<file path="config.mk">
export PLATFORM = sky130hd
export DESIGN_NAME = dp_exec_unit
export DESIGN_NICKNAME = d
export VERILOG_FILES = /design/src/rtl/dpx_pkg.sv /design/src/rtl/dpx_operand.sv /design/src/rtl/dpx_alu.sv /design/src/rtl/dp_exec_unit.sv
export SDC_FILE = /design/constraint.sdc
export NUM_CORES = 1
export LEC_CHECK = 0
export ABC_AREA = 1
export CAP_MARGIN = 5
export CORE_MARGIN = 1
export CORE_UTILIZATION = 50
export CTS_CLUSTER_DIAMETER = 120
export DETAILED_ROUTE_END_ITERATION = 8
export HOLD_SLACK_MARGIN = 0.08
export PLACE_DENSITY_LB_ADDON = 0.12
export SYNTH_ARGS = -nofsm -noshare
export SYNTH_HDL_FRONTEND = slang
export SYNTH_SLANG_ARGS = --single-unit
</file>
<file path="constraint.sdc">
create_clock -name clk -period 6.4 [get_ports clk]
set_input_delay 0.64 -clock clk [delete_from_list [all_inputs] [get_ports clk]]
set_output_delay 0.64 -clock clk [all_outputs]
set_load 0.1 [all_outputs]
</file>
<file path="src/rtl/dpx_pkg.sv">
package dpx_pkg;

    localparam int XLEN   = 32;
    localparam int REG_W  = 5;
    localparam int IMM_W  = 9;
    localparam int AMT_W  = 5;
    localparam int COND_W = 4;
    localparam int OPC_W  = 4;

    typedef enum logic [OPC_W-1:0] {
        OP_AND = 4'd0,  OP_EOR = 4'd1,  OP_SUB = 4'd2,  OP_RSB = 4'd3,
        OP_ADD = 4'd4,  OP_ADC = 4'd5,  OP_SBC = 4'd6,  OP_RSC = 4'd7,
        OP_TST = 4'd8,  OP_TEQ = 4'd9,  OP_CMP = 4'd10, OP_CMN = 4'd11,
        OP_ORR = 4'd12, OP_MOV = 4'd13, OP_BIC = 4'd14, OP_MVN = 4'd15
    } alu_op_e;

    typedef enum logic [1:0] {
        SH_LSL = 2'b00,
        SH_LSR = 2'b01,
        SH_ASR = 2'b10,
        SH_ROR = 2'b11
    } shift_kind_e;

    typedef struct packed {
        logic n;
        logic z;
        logic c;
        logic v;
    } flags_t;

    typedef struct packed {
        logic              is_dp;
        logic              imm_form;
        alu_op_e           op;
        logic              set_flags;
        logic [COND_W-1:0] cc;
        logic [REG_W-1:0]  rd;
        logic [AMT_W-1:0]  amt;
        logic              reg_amt;
        shift_kind_e       sh;
        logic [IMM_W-1:0]  imm;
    } dp_fields_t;

    function automatic logic op_is_test(logic [OPC_W-1:0] op);
        return op[3:2] == 2'b10;
    endfunction

    function automatic logic op_is_move(logic [OPC_W-1:0] op);
        return (op == OP_MOV) || (op == OP_MVN);
    endfunction

    function automatic logic op_is_logical(logic [OPC_W-1:0] op);
        case (op)
            OP_AND, OP_EOR, OP_TST, OP_TEQ,
            OP_ORR, OP_MOV, OP_BIC, OP_MVN: return 1'b1;
            default:                        return 1'b0;
        endcase
    endfunction

    function automatic logic cond_met(logic [COND_W-1:0] cc, flags_t f);
        logic base;
        case (cc[3:1])
            3'd0:    base = f.z;
            3'd1:    base = f.c;
            3'd2:    base = f.n;
            3'd3:    base = f.v;
            3'd4:    base = f.c & ~f.z;
            3'd5:    base = (f.n == f.v);
            3'd6:    base = ~f.z & (f.n == f.v);
            default: base = 1'b1;
        endcase
        if (cc[3:1] == 3'd7) return 1'b1;
        return base ^ cc[0];
    endfunction

    function automatic dp_fields_t decode_dp(logic [XLEN-1:0] w);
        dp_fields_t f;
        f.is_dp     = (w[31:30] == 2'b00);
        f.imm_form  = w[29];
        f.op        = alu_op_e'(w[28:25]);
        f.set_flags = w[24];
        f.cc        = w[22:19];
        f.rd        = w[18:14];
        f.amt       = w[13:9];
        f.reg_amt   = w[5];
        f.sh        = shift_kind_e'(w[7:6]);
        f.imm       = w[8:0];
        return f;
    endfunction

endpackage

</file>
<file path="src/rtl/dpx_operand.sv">
module dpx_operand
    import dpx_pkg::*;
#(
    parameter int W  = XLEN,
    parameter int AW = AMT_W,
    parameter int IW = IMM_W
) (
    input  logic              imm_form,
    input  logic              reg_amt,
    input  shift_kind_e       sh,
    input  logic [AW-1:0]     amt_field,
    input  logic [IW-1:0]     imm,
    input  logic [W-1:0]      rm_val,
    input  logic [AW-1:0]     rs_amt,
    input  logic              c_in,
    output logic [W-1:0]      op2,
    output logic              carry
);

    logic [AW-1:0] amt;
    logic [W:0]    ext;
    logic [W-1:0]  imm_ext;

    always_comb begin
        amt     = reg_amt ? rs_amt : amt_field;
        imm_ext = W'(imm);
        ext     = '0;
        op2     = rm_val;
        carry   = c_in;
        if (imm_form) begin
            op2 = (imm_ext << amt_field) | (imm_ext >> (W - int'(amt_field)));
        end else if (amt != '0) begin
            case (sh)
                SH_LSL: begin
                    ext   = {1'b0, rm_val} << amt;
                    op2   = ext[W-1:0];
                    carry = ext[W];
                end
                SH_LSR: begin
                    ext   = {rm_val, 1'b0} >> amt;
                    op2   = ext[W:1];
                    carry = ext[0];
                end
                SH_ASR: begin
                    ext   = $signed({rm_val, 1'b0}) >>> amt;
                    op2   = ext[W:1];
                    carry = ext[0];
                end
                default: begin
                    op2   = (rm_val >> amt) | (rm_val << (W - int'(amt)));
                    carry = op2[W-1];
                end
            endcase
        end
    end

endmodule

</file>
<file path="src/rtl/dpx_alu.sv">
module dpx_alu
    import dpx_pkg::*;
#(
    parameter int W = XLEN
) (
    input  alu_op_e       op,
    input  logic [W-1:0]  a,
    input  logic [W-1:0]  b,
    input  logic          shc,
    input  flags_t        fl_in,
    output logic [W-1:0]  result,
    output flags_t        fl_out
);

    logic [W-1:0] x;
    logic [W-1:0] y;
    logic         cin;
    logic         arith;
    logic [W:0]   sum;

    always_comb begin
        x     = a;
        y     = b;
        cin   = 1'b0;
        arith = 1'b1;
        case (op)
            OP_SUB, OP_CMP: begin y = ~b; cin = 1'b1; end
            OP_RSB:         begin x = b; y = ~a; cin = 1'b1; end
            OP_ADD, OP_CMN: ;
            OP_ADC:         cin = fl_in.c;
            OP_SBC:         begin y = ~b; cin = fl_in.c; end
            OP_RSC:         begin x = b; y = ~a; cin = fl_in.c; end
            default:        arith = 1'b0;
        endcase
        sum = {1'b0, x} + {1'b0, y} + {{W{1'b0}}, cin};

        case (op)
            OP_AND, OP_TST: result = a & b;
            OP_EOR, OP_TEQ: result = a ^ b;
            OP_ORR:         result = a | b;
            OP_MOV:         result = b;
            OP_BIC:         result = a & ~b;
            OP_MVN:         result = ~b;
            default:        result = sum[W-1:0];
        endcase

        fl_out.n = result[W-1];
        fl_out.z = (result == '0);
        fl_out.c = arith ? sum[W] : shc;
        fl_out.v = arith ? ((x[W-1] == y[W-1]) && (sum[W-1] != x[W-1])) : fl_in.v;
    end

endmodule

</file>
<file path="src/rtl/dp_exec_unit.sv">
module dp_exec_unit
    import dpx_pkg::*;
#(
    parameter int W = XLEN
) (
    input  logic              clk,
    input  logic              rst,
    input  logic              in_valid,
    input  logic [XLEN-1:0]   instr,
    input  logic [W-1:0]      rn_val,
    input  logic [W-1:0]      rm_val,
    input  logic [W-1:0]      rs_val,
    output logic              res_valid,
    output logic              res_write,
    output logic [REG_W-1:0]  res_rd,
    output logic [W-1:0]      res_data,
    output logic [3:0]        flags_o
);

    dp_fields_t   fld;
    flags_t       flags_q;
    flags_t       alu_flags;
    logic [W-1:0] op2;
    logic         sh_carry;
    logic [W-1:0] alu_res;
    logic         accept;
    logic         cond_ok;
    logic         commit;
    logic         unused_bits;

    assign fld         = decode_dp(instr);
    assign accept      = in_valid && fld.is_dp;
    assign cond_ok     = !op_is_move(fld.op) || cond_met(fld.cc, flags_q);
    assign commit      = accept && cond_ok;
    assign unused_bits = ^{instr[23], instr[8], rs_val[W-1:AMT_W]};

    dpx_operand #(.W(W), .AW(AMT_W), .IW(IMM_W)) u_operand (
        .imm_form  (fld.imm_form),
        .reg_amt   (fld.reg_amt),
        .sh        (fld.sh),
        .amt_field (fld.amt),
        .imm       (fld.imm),
        .rm_val    (rm_val),
        .rs_amt    (rs_val[AMT_W-1:0]),
        .c_in      (flags_q.c),
        .op2       (op2),
        .carry     (sh_carry)
    );

    dpx_alu #(.W(W)) u_alu (
        .op     (fld.op),
        .a      (rn_val),
        .b      (op2),
        .shc    (sh_carry),
        .fl_in  (flags_q),
        .result (alu_res),
        .fl_out (alu_flags)
    );

    always_ff @(posedge clk) begin
        if (rst) begin
            flags_q   <= '0;
            res_valid <= 1'b0;
            res_write <= 1'b0;
            res_rd    <= '0;
            res_data  <= '0;
        end else begin
            res_valid <= accept;
            res_write <= commit && !op_is_test(fld.op);
            if (accept) begin
                res_rd   <= fld.rd;
                res_data <= alu_res;
            end
            if (commit && fld.set_flags) begin
                flags_q <= alu_flags;
            end
        end
    end

    assign flags_o = flags_q;

endmodule

</file>
==> run_results.csv <==
group,metric,value,unit
synthesis,synth_top_family_by_area,"simple AND/OR/NAND/NOR gates",
status,status,"completed",
synthesis,yosys_warnings,0,
setup_path,worstSetupPathType,"in -> reg",
clocking,hold_buffers,0,
pwr,power.total,3060,uW
setup_path,crit_family,"simple AND/OR/NAND/NOR gates",
layout,final_common_cell,"nand2_1",
sta,min_period_over_period,95.2,%
synthesis,synthSimpleGateAreaFrac,54.1,%
routing,drt_pass1_iterations,8,
sta,setup_viol,0,
routing,drtIter0Drc,3856,
global_route,antenna_found_initial,0,
die,boundaryPins,174,
clocking,clock_sinks,43,
setup_path,cp_slowest_cell,"clkdlybuf4s50_1",
synthesis,synthAdderAreaFrac,6.00,%
placed_design,pre_cts_ws,-0.117,ns
synthesis,syn_nets,3042,
placed_design,io_buffers,145,
synthesis,synth_mux_area_share,0.139,%
die,die_w,172,um
routing,vias_per_cell,6.48,
setup_path,cp_data_required_time,6.62,ns
layout,nNetsFinal,3278,
layout,drive_gt1_share,12.1,%
placed_design,hpwlAfterDp,58.0,mm
min_path,hold_path_class,"reg -> reg",
synthesis,syn_area,0.0144,sq mm
layout,final_cell_mix,"nand2_1, nand3_1, o21ai_0, buf_4, inv_1",
die,die_y,172,um
placed_design,routabilityCongestion,1.11,
global_route,grt_pass1_vias,19916,
global_route,grt_usage,49.1,%
setup_path,max_stage_delay,0.49,ns
layout,utilization,63.9,%
sta,finalSetupTns,0,ns
die,core_area,0.0281,sq mm
layout,num_antenna_cells,0,
clocking,htreeDepth,2,
synthesis,synthDistinctLibCells,54,
flow_run,maxCapViolCount,0,
synthesis,synth_edf_count,0,
pwr,ir_drop,0.116,mV
clocking,cts_tree,"built",
layout,finalNonFillerCells,3458,
setup_path,crit_top_cell,"nand2_1",
clocking,root_buffer,"clkbuf_16",
sta,max_freq,164,MHz
sta,slew_viol_final,0,
sta,setup_ws,0.306,ns
synthesis,seq_area_frac_synth,5.96,%
routing,postRouteAntennaNets,0,
routing,drt_wl_total,73.9,mm
setup_path,cp.buffers_inverters,7,
synthesis,synth_xor_area_share,0.910,%
layout,area_growth,24.3,%
setup_path,end_kind,"register",
global_route,grt.overflow.total,0,
die,rows,61,
synthesis,synth_ff_type,"dfxtp_1",
layout,regArea,861,sq um
die,initial_core_util,51.4,%
setup_path,crit_fanout,14,
clocking,cts-buffers-inserted,5,
global_route,grt_max_degree,92,
sta,final_hold_viol_count,0,
pwr,p_leak,0.00903,uW
global_route,grt_first_pass_wirelength,112,mm
setup_path,arrival,6.31,ns
sta,slew_headroom,22.5,%
layout,multiInputGateArea,0.0119,sq mm
routing,drc,0,
synthesis,synthArstFlopShare,0,%
routing,wl_per_cell,21.4,um
setup_path,start_kind,"primary input",
layout,fillers,2824,
synthesis,syn_inst,2843,
synthesis,synth_compound_area_share,21.0,%
sta,clock-skew-final,0.00312,ns
clocking,clk_latency,0.28,ns
placed_design,dp.cells,3449,
die,die-area,0.0296,sq mm
sta,tightest_slew,1.16,ns
synthesis,synth_seq_cells,43,
synthesis,avgSynthCellArea,5.08,sq um
clocking,cts_buffer_depth,2,
sta,period_needed,6.09,ns
routing,vias,22396,
clocking,path_clk_slew,0.06,ns
pwr,powerDensity,171,mW/mm^2
-- per-layer routing --
metal / global-route usage, % / part of all wire (%) / vias up
li1: - / - / 10119
met1: 63.4 / 37 / 9973
met2: 68.5 / 39 / 1893
met3: 17.5 / 16 / 411
met4: 30.6 / 7.4 / 0
met5: 0 / 0 / -
-- power by group --
group / internal [uW] / switching, uW / total (uW)
Sequential: 282 / 8.71 / 290
Clock: 184 / 104 / 288
Combinational: 876 / 1610 / 2490
Total: 1340 / 1720 / 3060
-- logic make-up (layout without fill, tap and decap cells) --
kind of cell / Yosys count / count (layout)
buf+inv: 394 / 631
fa+ha+maj: 68 / 68
compound gates: 567 / 567
xor+xnor: 15 / 15
simple gates: 1754 / 1754
flops: 43 / 43
mux: 2 / 2
-- Yosys cell counts (all sizes together) (3+ instances only) --
| cell type | n | area, sq um |
|---|---|---|
| a211oi | 10 | 75.1 |
| a21o | 3 | 22.5 |
| a21oi | 189 | 950 |
| a31oi | 18 | 113 |
| buf | 87 | 549 |
| clkbuf | 84 | 315 |
| dfxtp | 43 | 861 |
| ha | 66 | 826 |
| inv | 221 | 832 |
| nand2 | 814 | 3210 |
| nand3 | 675 | 3430 |
| nand3b | 9 | 67.6 |
| nand4 | 26 | 163 |
| nor2 | 204 | 796 |
| nor3 | 13 | 70.1 |
| o211ai | 24 | 180 |
| o21a | 4 | 30.0 |
| o21ai | 295 | 1480 |
| o22ai | 4 | 25.0 |
| o31ai | 6 | 45.0 |
| or2 | 9 | 56.3 |
| xnor2 | 3 | 26.3 |
| xor2 | 12 | 105 |
-- area by class of cell --
type | count | share of cell area [%]
multi-input cells | 2406 | 66.5
flip-flops and latches | 43 | 4.80
clock inverters | 3 | 0.244
well taps | 378 | 2.63
inverters | 223 | 4.70
clock buffers | 5 | 0.697
repair buffers | 400 | 20.4
-- sequential cells by signal, indices dropped and copies added, names as in the netlist --
signal,flops
flags_o,4
res_write,1
res_rd,5
res_valid,1
res_data,32
-- final timing paths --
check        startpoint          to  slack [ns]  cells past startpoint
max           instr[10]  flags_o[2]        0.31                     33
min           res_rd[4]   res_rd[4]        0.49                      2
max reg2reg  flags_o[1]  flags_o[2]        2.55                     23
min reg2reg   res_rd[4]   res_rd[4]        0.49                      2
-- worst reg2reg max path, stage by stage (launching register included) --
cell,delay [ns]
dfxtp_1,0.43
nand3_1,0.10
nor2_1,0.09
a21oi_1,0.07
fa_1,0.42
inv_1,0.12
fa_1,0.23
nand3_1,0.09
nand2_1,0.10
inv_1,0.05
nor2_1,0.10
nor2_1,0.09
o21ai_1,0.25
a21oi_1,0.13
o21ai_1,0.21
buf_4,0.16
a21oi_1,0.06
o21ai_0,0.13
nand3_1,0.27
nor2_1,0.19
nand3_1,0.10
nor2_2,0.18
nand2_1,0.09
a21oi_2,0.12
-- metrics by stage --
step                area (sq um)  hold WS [ns]
floorplan                  14400         0.553
global placement           17700         0.467
detailed placement         17700         0.477
CTS                        17900         0.489
global route               17900         0.530
finish                     17900         0.488
-- what timing repair did --
| item | CTS | global route |
|---|---|---|
| setup buffers | 0 | 1 |
| hold endpoints to repair | 0 | 0 |
| gates resized for setup | 0 | 21 |
| endpoints found under the setup margin | 0 | 17 |
(Power assumes the default switching activity.)
